## config.mk

```make
export PLATFORM = sky130hd
export DESIGN_NAME = recip_exp_unit
export DESIGN_NICKNAME = d
export VERILOG_FILES = /design/src/rtl/frx_pkg.sv /design/src/rtl/frx_classify.sv /design/src/rtl/frx_lane.sv /design/src/rtl/recip_exp_unit.sv
export SDC_FILE = /design/constraint.sdc
export NUM_CORES = 1
export LEC_CHECK = 0
export ABC_AREA = 1
export BUFFER_PORTS_ARGS = -buffer_cell sky130_fd_sc_hd__buf_2
export CORE_MARGIN = 2
export CORE_UTILIZATION = 51
export CTS_CLUSTER_DIAMETER = 40
export DETAILED_ROUTE_END_ITERATION = 6
export PLACE_DENSITY_LB_ADDON = 0.12
export SLEW_MARGIN = 20
export SYNTH_ARGS = -nofsm -noshare
export SYNTH_HDL_FRONTEND = slang
export SYNTH_SLANG_ARGS = --single-unit
```

## constraint.sdc

```tcl
create_clock -name clk -period 2.14 [get_ports clk]
set_input_delay 0.428 -clock clk [delete_from_list [all_inputs] [get_ports clk]]
set_output_delay 0.428 -clock clk [all_outputs]
set_load 0.05 [all_outputs]
```

## src/rtl/frx_pkg.sv

```systemverilog
package frx_pkg;

    localparam int unsigned FRX_DATA_W = 64;
    localparam int unsigned FRX_LANES  = 3;

    typedef enum logic [1:0] {
        FMT_HALF   = 2'b00,
        FMT_SINGLE = 2'b01,
        FMT_DOUBLE = 2'b10,
        FMT_DOUBLE_ALT = 2'b11
    } frx_fmt_e;

    typedef struct packed {
        logic                  valid;
        logic                  invalid;
        logic [FRX_DATA_W-1:0] result;
    } frx_stage_t;

    function automatic int unsigned lane_exp_w(input int unsigned idx);
        case (idx)
            0:       return 5;
            1:       return 8;
            default: return 11;
        endcase
    endfunction

    function automatic int unsigned lane_frac_w(input int unsigned idx);
        case (idx)
            0:       return 10;
            1:       return 23;
            default: return 52;
        endcase
    endfunction

endpackage

```

## src/rtl/frx_classify.sv

```systemverilog
module frx_classify #(
    parameter int unsigned EXP_W  = 8,
    parameter int unsigned FRAC_W = 23,
    localparam int unsigned W     = 1 + EXP_W + FRAC_W
) (
    input  logic [W-1:0]      opnd,
    input  logic              flush_en,
    output logic              sign,
    output logic [EXP_W-1:0]  expo,
    output logic [FRAC_W-1:0] frac,
    output logic              is_nan,
    output logic              is_snan,
    output logic              is_zero,
    output logic              is_sub
);

    logic exp_ones;
    logic exp_none;
    logic frac_any;

    always_comb begin
        sign     = opnd[W-1];
        expo     = opnd[W-2 -: EXP_W];
        frac     = opnd[FRAC_W-1:0];
        exp_ones = &expo;
        exp_none = ~|expo;
        frac_any = |frac;
        is_nan   = exp_ones && frac_any;
        is_snan  = is_nan && !frac[FRAC_W-1];
        // a flushed subnormal counts as a signed zero
        is_zero  = exp_none && (!frac_any || flush_en);
        is_sub   = exp_none && frac_any && !flush_en;
    end

endmodule

```

## src/rtl/frx_lane.sv

```systemverilog
module frx_lane #(
    parameter int unsigned EXP_W  = 8,
    parameter int unsigned FRAC_W = 23,
    localparam int unsigned W     = 1 + EXP_W + FRAC_W
) (
    input  logic [W-1:0] opnd,
    input  logic         flush_en,
    input  logic         dnan_en,
    output logic [W-1:0] res,
    output logic         invalid
);

    localparam logic [EXP_W-1:0]  EXP_MAX_FIN = {{(EXP_W-1){1'b1}}, 1'b0};
    localparam logic [EXP_W-1:0]  EXP_ONES    = '1;
    localparam logic [FRAC_W-1:0] FRAC_QBIT   = FRAC_W'(1) << (FRAC_W - 1);

    logic              sign;
    logic [EXP_W-1:0]  expo;
    logic [FRAC_W-1:0] frac;
    logic              is_nan;
    logic              is_snan;
    logic              is_zero;
    logic              is_sub;

    frx_classify #(
        .EXP_W  (EXP_W),
        .FRAC_W (FRAC_W)
    ) u_classify (
        .opnd     (opnd),
        .flush_en (flush_en),
        .sign     (sign),
        .expo     (expo),
        .frac     (frac),
        .is_nan   (is_nan),
        .is_snan  (is_snan),
        .is_zero  (is_zero),
        .is_sub   (is_sub)
    );

    logic [EXP_W-1:0] exp_new;

    always_comb begin
        if (is_zero || is_sub) begin
            exp_new = EXP_MAX_FIN;
        end else begin
            exp_new = ~expo;
        end

        invalid = is_snan;
        if (is_nan) begin
            if (dnan_en) begin
                res = {1'b0, EXP_ONES, FRAC_QBIT};
            end else begin
                res = {sign, expo, frac | FRAC_QBIT};
            end
        end else begin
            res = {sign, exp_new, {FRAC_W{1'b0}}};
        end
    end

endmodule

```

## src/rtl/recip_exp_unit.sv

```systemverilog
module recip_exp_unit
    import frx_pkg::*;
#(
    parameter int unsigned DATA_W = FRX_DATA_W
) (
    input  logic              clk,
    input  logic              rst_n,
    input  logic              in_valid,
    input  logic [1:0]        in_fmt,
    input  logic [DATA_W-1:0] in_opnd,
    input  logic              flush_en,
    input  logic              dnan_en,
    output logic              out_valid,
    output logic [DATA_W-1:0] out_result,
    output logic              out_invalid
);

    logic [DATA_W-1:0] lane_res [FRX_LANES];
    logic              lane_inv [FRX_LANES];

    for (genvar g = 0; g < FRX_LANES; g++) begin : g_lane
        localparam int unsigned EW = lane_exp_w(g);
        localparam int unsigned FW = lane_frac_w(g);
        localparam int unsigned LW = 1 + EW + FW;

        logic [LW-1:0] res_w;
        logic          inv_w;

        frx_lane #(
            .EXP_W  (EW),
            .FRAC_W (FW)
        ) u_lane (
            .opnd     (in_opnd[LW-1:0]),
            .flush_en (flush_en),
            .dnan_en  (dnan_en),
            .res      (res_w),
            .invalid  (inv_w)
        );

        assign lane_res[g] = DATA_W'(res_w);
        assign lane_inv[g] = inv_w;
    end

    frx_stage_t st_d;
    frx_stage_t st_q;

    always_comb begin
        st_d         = st_q;
        st_d.valid   = in_valid;
        st_d.invalid = 1'b0;
        if (in_valid) begin
            unique case (frx_fmt_e'(in_fmt))
                FMT_HALF: begin
                    st_d.result  = lane_res[0];
                    st_d.invalid = lane_inv[0];
                end
                FMT_SINGLE: begin
                    st_d.result  = lane_res[1];
                    st_d.invalid = lane_inv[1];
                end
                FMT_DOUBLE, FMT_DOUBLE_ALT: begin
                    st_d.result  = lane_res[2];
                    st_d.invalid = lane_inv[2];
                end
                default: begin
                    st_d.result  = lane_res[2];
                    st_d.invalid = lane_inv[2];
                end
            endcase
        end
    end

    always_ff @(posedge clk or negedge rst_n) begin
        if (!rst_n) begin
            st_q <= '0;
        end else begin
            st_q <= st_d;
        end
    end

    assign out_valid   = st_q.valid;
    assign out_result  = st_q.result;
    assign out_invalid = st_q.invalid;

endmodule

```

==> metrics.md, run 1 <==
| Metric | Value |
|---|---|
| Result of the run | completed |
| Beginning of the worst register-to-register path | out_result[22]$_DFFE_PN0P_ |
| Number of distinct library cells after synthesis | 35 |
| Most crowded layer after global routing | met2 |
| Worst slew margin relative to its limit | 0.5220 |
| Area share of the leading cell type in the synthesized netlist | 0.4525 |
| CTS H-tree depth | 3 |
| Number of hold-repair buffers added at the cts stage | 0 |
| Met2 Track Usage GR | 0.3773 |
| Overflow left after global routing | 0 |
| Area contributors post-synth | dfrtp_1 (45%), nand2_1 (17%), nor2_1 (5.5%) |
| Final period utilization | 0.7567 |
| Total leakage power | 0.002734 µW |
| Number of CTS-inserted buffers | 9 |
| # resized after CTS | 0 |
| Antenna Cells | 0 |
| Total of max-cap violations | 0 |
| Post-synthesis instance total | ~470 |
| Top cell type by total area after synthesis | dfrtp_1 |
| Average detailed-routed wire length per instance | around 13 µm |
| Routability Congestion | ~0.84 |
| Most frequent cells in the layout | nand2_1 (168), buf_2 (135), dfrtp_1 (66) |
| RSZ-0062 raised after global routing | no |
| Number of fill cells | about 650 |
| Die Area | 7849 µm² |
| Total routing usage reported by global routing | 0.2419 |
| TNS Setup | 0 ns |
| Start-to-end type of the worst setup path | in2reg |
| Worst Hold Slack | 0.09601 ns |
| DRC violations left | 0 |
| Critical Path Sink | out_result[15]$_DFFE_PN0P_ |
| Synthesized area | roughly 3600 µm² |
| Final max-slew violation count | 0 |
| Violation count after the first detailed-routing iteration | ~170 |
| Synthesis-stage register bit count | 66 |
| Peak fanout along the critical path | 14 |
| Source of the critical timing path | in_opnd[12] |
| Power per standard cell area | 630.2 nW/µm² |
| TritonCTS clock tree | built |
| Post-Synthesis Mean Instance Area | 7.749 µm² |
| Latest clock arrival within the worst-skew pair | about 0.33 ns |
| Shortest period the worst path allows | ~1.6 ns |
| Clock buffer depth | 2 |
| Fraction of layout cells with a size suffix above 1 | 0.3344 |
| I/O pin total | 137 |
| Number of nets still failing antenna checks after routing | 0 |
| Starting Density | 0.5313 |
| Via-per-instance ratio | 5.017 |
| Share of the yosys chip area belonging to registers | 0.4525 |
| First-pass GRT wire length | 14860 µm |
| Crit path launch type | primary input |
| Area delta synth->final | 26.47% |
| Reg2Reg Setup Slack | approximately 1.4 ns |
| Std-Cell Core Area | 6869 µm² |
| Most common library cell in the layout ignoring fill and taps | nand2_1 |
| Width of the die | roughly 90 µm |
| Total length of routed wires | 9100 µm |
| Highest attainable clock frequency | a little over 600 MHz |
| Final hold violation count | 0 |
| Setup fix buffers added after clock tree synthesis | 0 |
| Clock-pin transition on the worst setup and hold timing paths | about 0.07 ns |
| Die height | a little under 90 µm |
| VDD IR-drop max | roughly 350 µV |
| Antenna violations before repair | 0 |
| Post-synth net total | around 540 |
| Number of warnings issued by yosys | 0 |
| Design Area, Final | ~4600 µm² |
| Required time at the endpoint of the critical path | ~2.4 ns |
| Std-Cell Rows | 30 |
| Met1 Usage GRT | 0.3315 |
| DR vias | about 3500 |
| Depth of the worst register-to-register path | 3 |
| Count of input and output buffers | ~140 |
| Detailed-routing iteration count for the pre-antenna-repair pass | 6 |
| Capture instance of the worst register-to-register path | out_result[22]$_DFFE_PN0P_ |
| Number of setup violations in the final report | 0 |
| Global Route met3 Usage | 0.05690 |
| Clock Sinks | between 60 and 70 |
| Vias in the first global route | 3260 |
| Maximum number of pins on one net before global-route repair | 67 |
| Final design utilization | 0.6719 |
| Transition time at the pin with the least slew margin | just over 0.7 ns |
| Dpl cell area | roughly 4400 µm² |
| Clock root buffer | clkbuf_8 |
| # nets final | 676 |
| Path category of the worst min-delay check | in2async |
| Data arrival time of the critical path | 1.84 ns |
| Detailed placer's ending HPWL | about 6600 µm |
| Critical path endpoint category | flop |
| Final clock skew | 0 ns |
## report_power, final
group	total, µW	leakage (µW)	switching, µW	internal, µW
sequential	1300	0.000897	18.4	1280
combinational	480	0.00173	347	133
clock	1130	0.000107	471	655
## synth_stat cells
cell and n:
nand3_2 10, nand4_4 1, nor2_8 1, o21bai_1 1, clkbuf_1 10, a21oi_1 3, o21ai_0 13, buf_2 2
a21boi_4 1, o21ai_4 1, o21ai_2 10, nand2_4 3, o21ai_1 8, a21o_1 2, buf_1 2, nor4_2 1
nand3b_1 1, dfrtp_1 66, nor3_4 2, nand4_1 17, nor2_1 53, nor3_1 2, nand2_2 6, nand2_1 168
nand3_1 21, nor2_2 2, buf_6 4, inv_1 46, a31oi_1 2, a21oi_2 4, or3_1 1, nand4_2 2
nor4_1 2, nand3_4 1, nor2_4 2
## metal layers
metal	up-vias	share of wire
met4	0	0.016
met1	1624	0.44
li1	1762	-
met5	-	0
met2	140	0.46
met3	16	0.076
## worst max-delay path, cell delays in order
cell and delay, ns:
buf_2 0.13, nor2_1 0.10, nand2_1 0.09, nor2_2 0.20, nand2_4 0.10, nor2_8 0.12, nand2_4 0.15, nand3_2 0.13
nand2_2 0.21, nand2_2 0.13, a21oi_2 0.05
## how the worst min path moves through the flow
stage,start,end,slack (ns),cells after the start
6_report,rst_n,out_result[58]$_DFFE_PN0P_,0.1,2
5_1_grt,rst_n,out_result[58]$_DFFE_PN0P_,0.12,2
4_1_cts,rst_n,out_result[58]$_DFFE_PN0P_,0.11,2
3_5_place_dp,out_result[4]$_DFFE_PN0P_,out_result[4]$_DFFE_PN0P_,0.46,2
3_3_place_gp,out_result[1]$_DFFE_PN0P_,out_result[1]$_DFFE_PN0P_,0.46,2
2_1_floorplan,rst_n,out_invalid$_DFF_PN0_,0.13,0
## stage by stage
step,setup slack (ns),instances,power (µW)
after floorplan,0.6026,471,1610
after global placement,0.2017,690,1798
after detailed placement,0.1792,690,1806
after CTS,0.5306,706,2926
after global routing,0.3287,706,3040
final,0.5206,706,2909
## cell type report
| cell class | instances | area (µm²) | area share |
|---|---|---|---|
| well taps | 96 | 120.1 | 0.02602 |
| clock inverters | 5 | 78.83 | 0.01708 |
| inverters | 46 | 172.7 | 0.03741 |
| clock buffers | 11 | 131.4 | 0.02846 |
| flip-flops and latches | 66 | 1652 | 0.3578 |
| multi-input cells | 341 | 1728 | 0.3744 |
| repair buffers | 141 | 733.2 | 0.1589 |
## state kept, by name, indices dropped and copies added (netlist names)
name         count
out_invalid      1
out_valid        1
out_result      64
## cell families (layout without fill, tap and decap cells)
kind of cell | count (synthesis) | after routing | share of synthesized area
buf+inv | 64 | 203 | 0.07474
flops | 66 | 66 | 0.4525
compound gates | 45 | 45 | 0.08570
simple gates | 296 | 296 | 0.3870
(Power assumes the default switching activity.)
==> inputs of run 2 (changes only) <==
- ABC_AREA: 1 -> 0
- CORE_UTILIZATION: 51 -> 43
- clock period: 2.14 -> 1.4 ns (I/O delays scaled with it)
==> metrics.md, run 2 <==
| Metric | Value |
|---|---|
| Result of the run | finished, violations left |
| Violations in the final reports | setup timing |
| DRC violations left | 0 (unchanged) |
| Share of the yosys chip area belonging to registers | 0.5246 (+0.07212) |
| Synthesized area | 3148 µm² (-14%) |
| Vias in the first global route | 3146 (-3.5%) |
| Std-Cell Core Area | 7176 µm² (+4.5%) |
| Antenna Cells | 0 (unchanged) |
| Total leakage power | 0.002640 µW (-3.4%) |
| Routability Congestion | 0.7955 (-5.8%) |
| Number of setup violations in the final report | 65 (+65) |
| Total routing usage reported by global routing | 0.2446 (+0.002739) |
| Beginning of the worst register-to-register path | out_result[6]$_DFFE_PN0P_ |
| Reg2Reg Setup Slack | 0.47 ns (-0.92 ns) |
| TritonCTS clock tree | built |
| Starting Density | 0.4387 (-0.09262) |
| Final Worst Setup Slack | -0.4071 ns (-0.9277 ns) |
| Total length of routed wires | 9938 µm (+9.2%) |
| Clock-pin transition on the worst setup and hold timing paths | 0.08 ns (about the same) |
| Number of flops mapped to enable cells by yosys | 0 (unchanged) |
| Most used flip-flop cell after synthesis | dfrtp_1 |
| Area contributors post-synth | dfrtp_1 (52%), a22o_1 (5.6%), a21oi_1 (3.3%) |
| Final clock skew | 0 ns (unchanged) |
| Largest stage delay, worst path | 0.54 ns (+0.33 ns) |
| Latest clock arrival within the worst-skew pair | 0.33 ns (about the same) |
| Width of the die | 89.56 µm (+1.1%) |
| Cell with the largest stage delay on the worst path | or4_4 |
| Largest delay contributor family on the critical path | simple AND/OR/NAND/NOR gates |
| Total of max-cap violations | 0 (unchanged) |
| Final period utilization | 1.291 |
| Source of the worst hold timing path | in_opnd[40] |
| Transition time at the pin with the least slew margin | 0.7598 ns (+0.04353 ns) |
| Antenna violations before repair | 0 (unchanged) |
| Peak fanout along the critical path | 6 (-8) |
| Total design power | 4846 µW (+67%) |
| Top cells by instance count after synthesis | dfrtp_1 (66), nand2_1 (24), a21oi_1 (21) |
| Synth Area in Compound Gates | 0.2544 (+0.1687) |
| Depth of the critical timing path with buffers and inverters included | 9 (-2) |
| Most frequent cells in the layout | buf_2 (132), dfrtp_1 (66), buf_4 (65) |
| Most common library cell in the layout ignoring fill and taps | buf_2 |
| Depth of the worst register-to-register path | 3 (unchanged) |
| Crit path launch type | primary input |
| Detailed placer's ending HPWL | 6907 µm (+4.0%) |
| CP dominant cell by count | buf_6 |
| Final max-slew violation count | 0 (unchanged) |
| Most repeated cell in the gate-level netlist after synthesis | dfrtp_1 |
| Maximum number of pins on one net before global-route repair | 67 (unchanged) |
| # nets final | 589 (-13%) |
| Number of nets still failing antenna checks after routing | 0 (unchanged) |
| I/O pin total | 137 (unchanged) |
| Number of flip-flops in the largest register | 64 (unchanged) |
| Main combinational cell family by area after synthesis | compound AO/OA/AOI/OAI gates |
| CTS H-tree depth | 3 (unchanged) |
| Post-synthesis instance total | 316 (-33%) |
| CP cell instances | buf_6 -> or4_4 -> nor4_4 -> buf_4 -> buf_12 -> a211o_1 -> o31a_1 -> buf_6 -> o31ai_1 |
| Area delta synth->final | 58.86% |
| Final hold violation count | 0 (unchanged) |
| Detailed-routing iteration count for the pre-antenna-repair pass | 4 (-2) |
| Share of flip-flops with an asynchronous set or reset | 1.000 (unchanged) |
| Worst Hold End | out_result[40]$_DFFE_PN0P_ |
| Capture instance of the worst register-to-register path | out_result[6]$_DFFE_PN0P_ |
| Adder and majority cell fraction of the synthesized area | 0 (unchanged) |
| Highest attainable clock frequency | 553.4 MHz |
| Number of warnings issued by yosys | 0 (unchanged) |
| Std-Cell Rows | 31 (+3.3%) |
| Synth Area in Simple Gates | 0.1761 (-0.2110) |
| Fraction of layout cells with a size suffix above 1 | 0.5010 (+0.1665) |
| Cell count of the worst hold path | 2 |
| Overflow left after global routing | 0 (unchanged) |
| Worst slew margin relative to its limit | 0.4907 (-0.03127) |
| Share of synthesized area spent on multiplexers | 0.003180 (+0.003180) |
| Count of buffering cells on the critical path with inverters included | 4 (+3) |
| Number of distinct library cells after synthesis | 40 (+14%) |
| Required time at the endpoint of the critical path | 1.62 ns (-0.74 ns) |
| Placement Setup Slack | -0.8397 ns (-1.019 ns) |
| Shortest period the worst path allows | about 1.8 ns |
| Number of fill cells | 583 (-9.6%) |
| Via-per-instance ratio | 5.426 (+8.2%) |
| Synthesis-stage register bit count | 66 (unchanged) |
| Clock buffer depth | 2 (unchanged) |
| RSZ-0062 raised after global routing | yes |
| Number of CTS-inserted buffers | 9 (unchanged) |
| Xor/xnor share of the synthesized area | 0 (unchanged) |
| Die Area | 8021 µm² (+2.2%) |
| Data arrival time of the critical path | 2.03 ns (+0.19 ns) |
| Die height | 89.56 µm (+1.1%) |
| Average detailed-routed wire length per instance | 15.98 µm (+24%) |
| DR vias | 3375 (-4.7%) |
| Critical path endpoint category | flop |
| Violation count after the first detailed-routing iteration | 127 (-24%) |
| Clock root buffer | clkbuf_8 |
| Clock Sinks | 66 (unchanged) |
| Post-Synthesis Mean Instance Area | 9.962 µm² (+29%) |
| VDD IR-drop max | 600.6 µV (+73%) |
| Area share of the leading cell type in the synthesized netlist | 0.5246 (+0.07212) |
| Count of input and output buffers | 135 (unchanged) |
| Start-to-end type of the worst setup path | in2reg |
| First-pass GRT wire length | 14970 µm (+0.70%) |
| Top cell type by total area after synthesis | dfrtp_1 |
| Path category of the worst min-delay check | in2reg |
| Post-synth net total | 387 (-29%) |
| Power per standard cell area | 969.0 nW/µm² (+54%) |
==> run 2: layout make-up <==
type / instances / area (µm²) / area share
Multi-Input combinational cell: 221 / 1585 / 0.3170
Inverter: 8 / 30.03 / 0.006004
Timing Repair Buffer: 212 / 1360 / 0.2720
Sequential cell: 66 / 1652 / 0.3302
Tap cell: 99 / 123.9 / 0.02477
Clock inverter: 6 / 112.6 / 0.02252
Clock buffer: 10 / 137.6 / 0.02752
==> run 2: worst reg2reg max path: cells and delay by family, from the launching register on <==
family | cells | cell delay, ns
and+or+nand+nor | 2 | 0.37
DFF | 1 | 0.37
AOI/OAI and AO/OA | 1 | 0.07
==> run 2: layer usage <==
layer / GRT usage / part of all wire
met4: 0.08005 / 0.010
met3: 0.05540 / 0.061
met5: 0 / 0
met2: 0.4091 / 0.51
met1: 0.3139 / 0.42
==> run 2: report_power, final <==
part,internal (µW),switching (µW),leakage [µW],total (µW)
registers,1970,33.8,0.000886,2000
clock network,1240,762,0.000127,2000
logic,300,543,0.00163,843
total,3510,1340,0.00264,4850
==> run 2: what timing repair did <==
item	in CTS	in global routing
gates resized for setup	24	21
gates cloned	2	0
pin swaps	12	9
setup endpoints to repair	65	65
hold buffers	1	0
buffers inserted	7	4
endpoints found under the hold margin	66	0
==> run 2: logic make-up (layout without fill, tap and decap cells) <==
group                  after synthesis  in the layout
AOI/OAI and AO/OA                  116            116
buffers and inverters               31            236
DFF                                 66             66
muxes                                1              1
and+or+nand+nor                    102            104
==> run 2: worst max path at each step <==
stage	from	to
after floorplan	in_opnd[4]	out_result[30]$_DFFE_PN0P_
after global placement	in_opnd[11]	out_result[36]$_DFFE_PN0P_
after detailed placement	in_opnd[13]	out_result[28]$_DFFE_PN0P_
after CTS	in_opnd[4]	out_result[19]$_DFFE_PN0P_
after global routing	in_opnd[0]	out_result[20]$_DFFE_PN0P_
final	in_opnd[0]	out_result[19]$_DFFE_PN0P_
==> run 2: per-stage QoR <==
| stage | cell area (µm²) | utilization | setup TNS [ns] | std cells | hold slack [ns] |
|---|---|---|---|---|---|
| finish | 5001 | 0.6969 | -20.51 | 622 | 0.1739 |
| global route | 5001 | 0.6969 | -23.34 | 622 | 0.1594 |
| CTS | 4853 | 0.6764 | -21.71 | 618 | 0.1613 |
| detailed placement | 4398 | 0.6129 | -49.33 | 592 | 0.3269 |
| global placement | 4398 | 0.6129 | -47.46 | 592 | 0.3267 |
| floorplan | 3189 | - | -38.11 | 316 | -0.01559 |
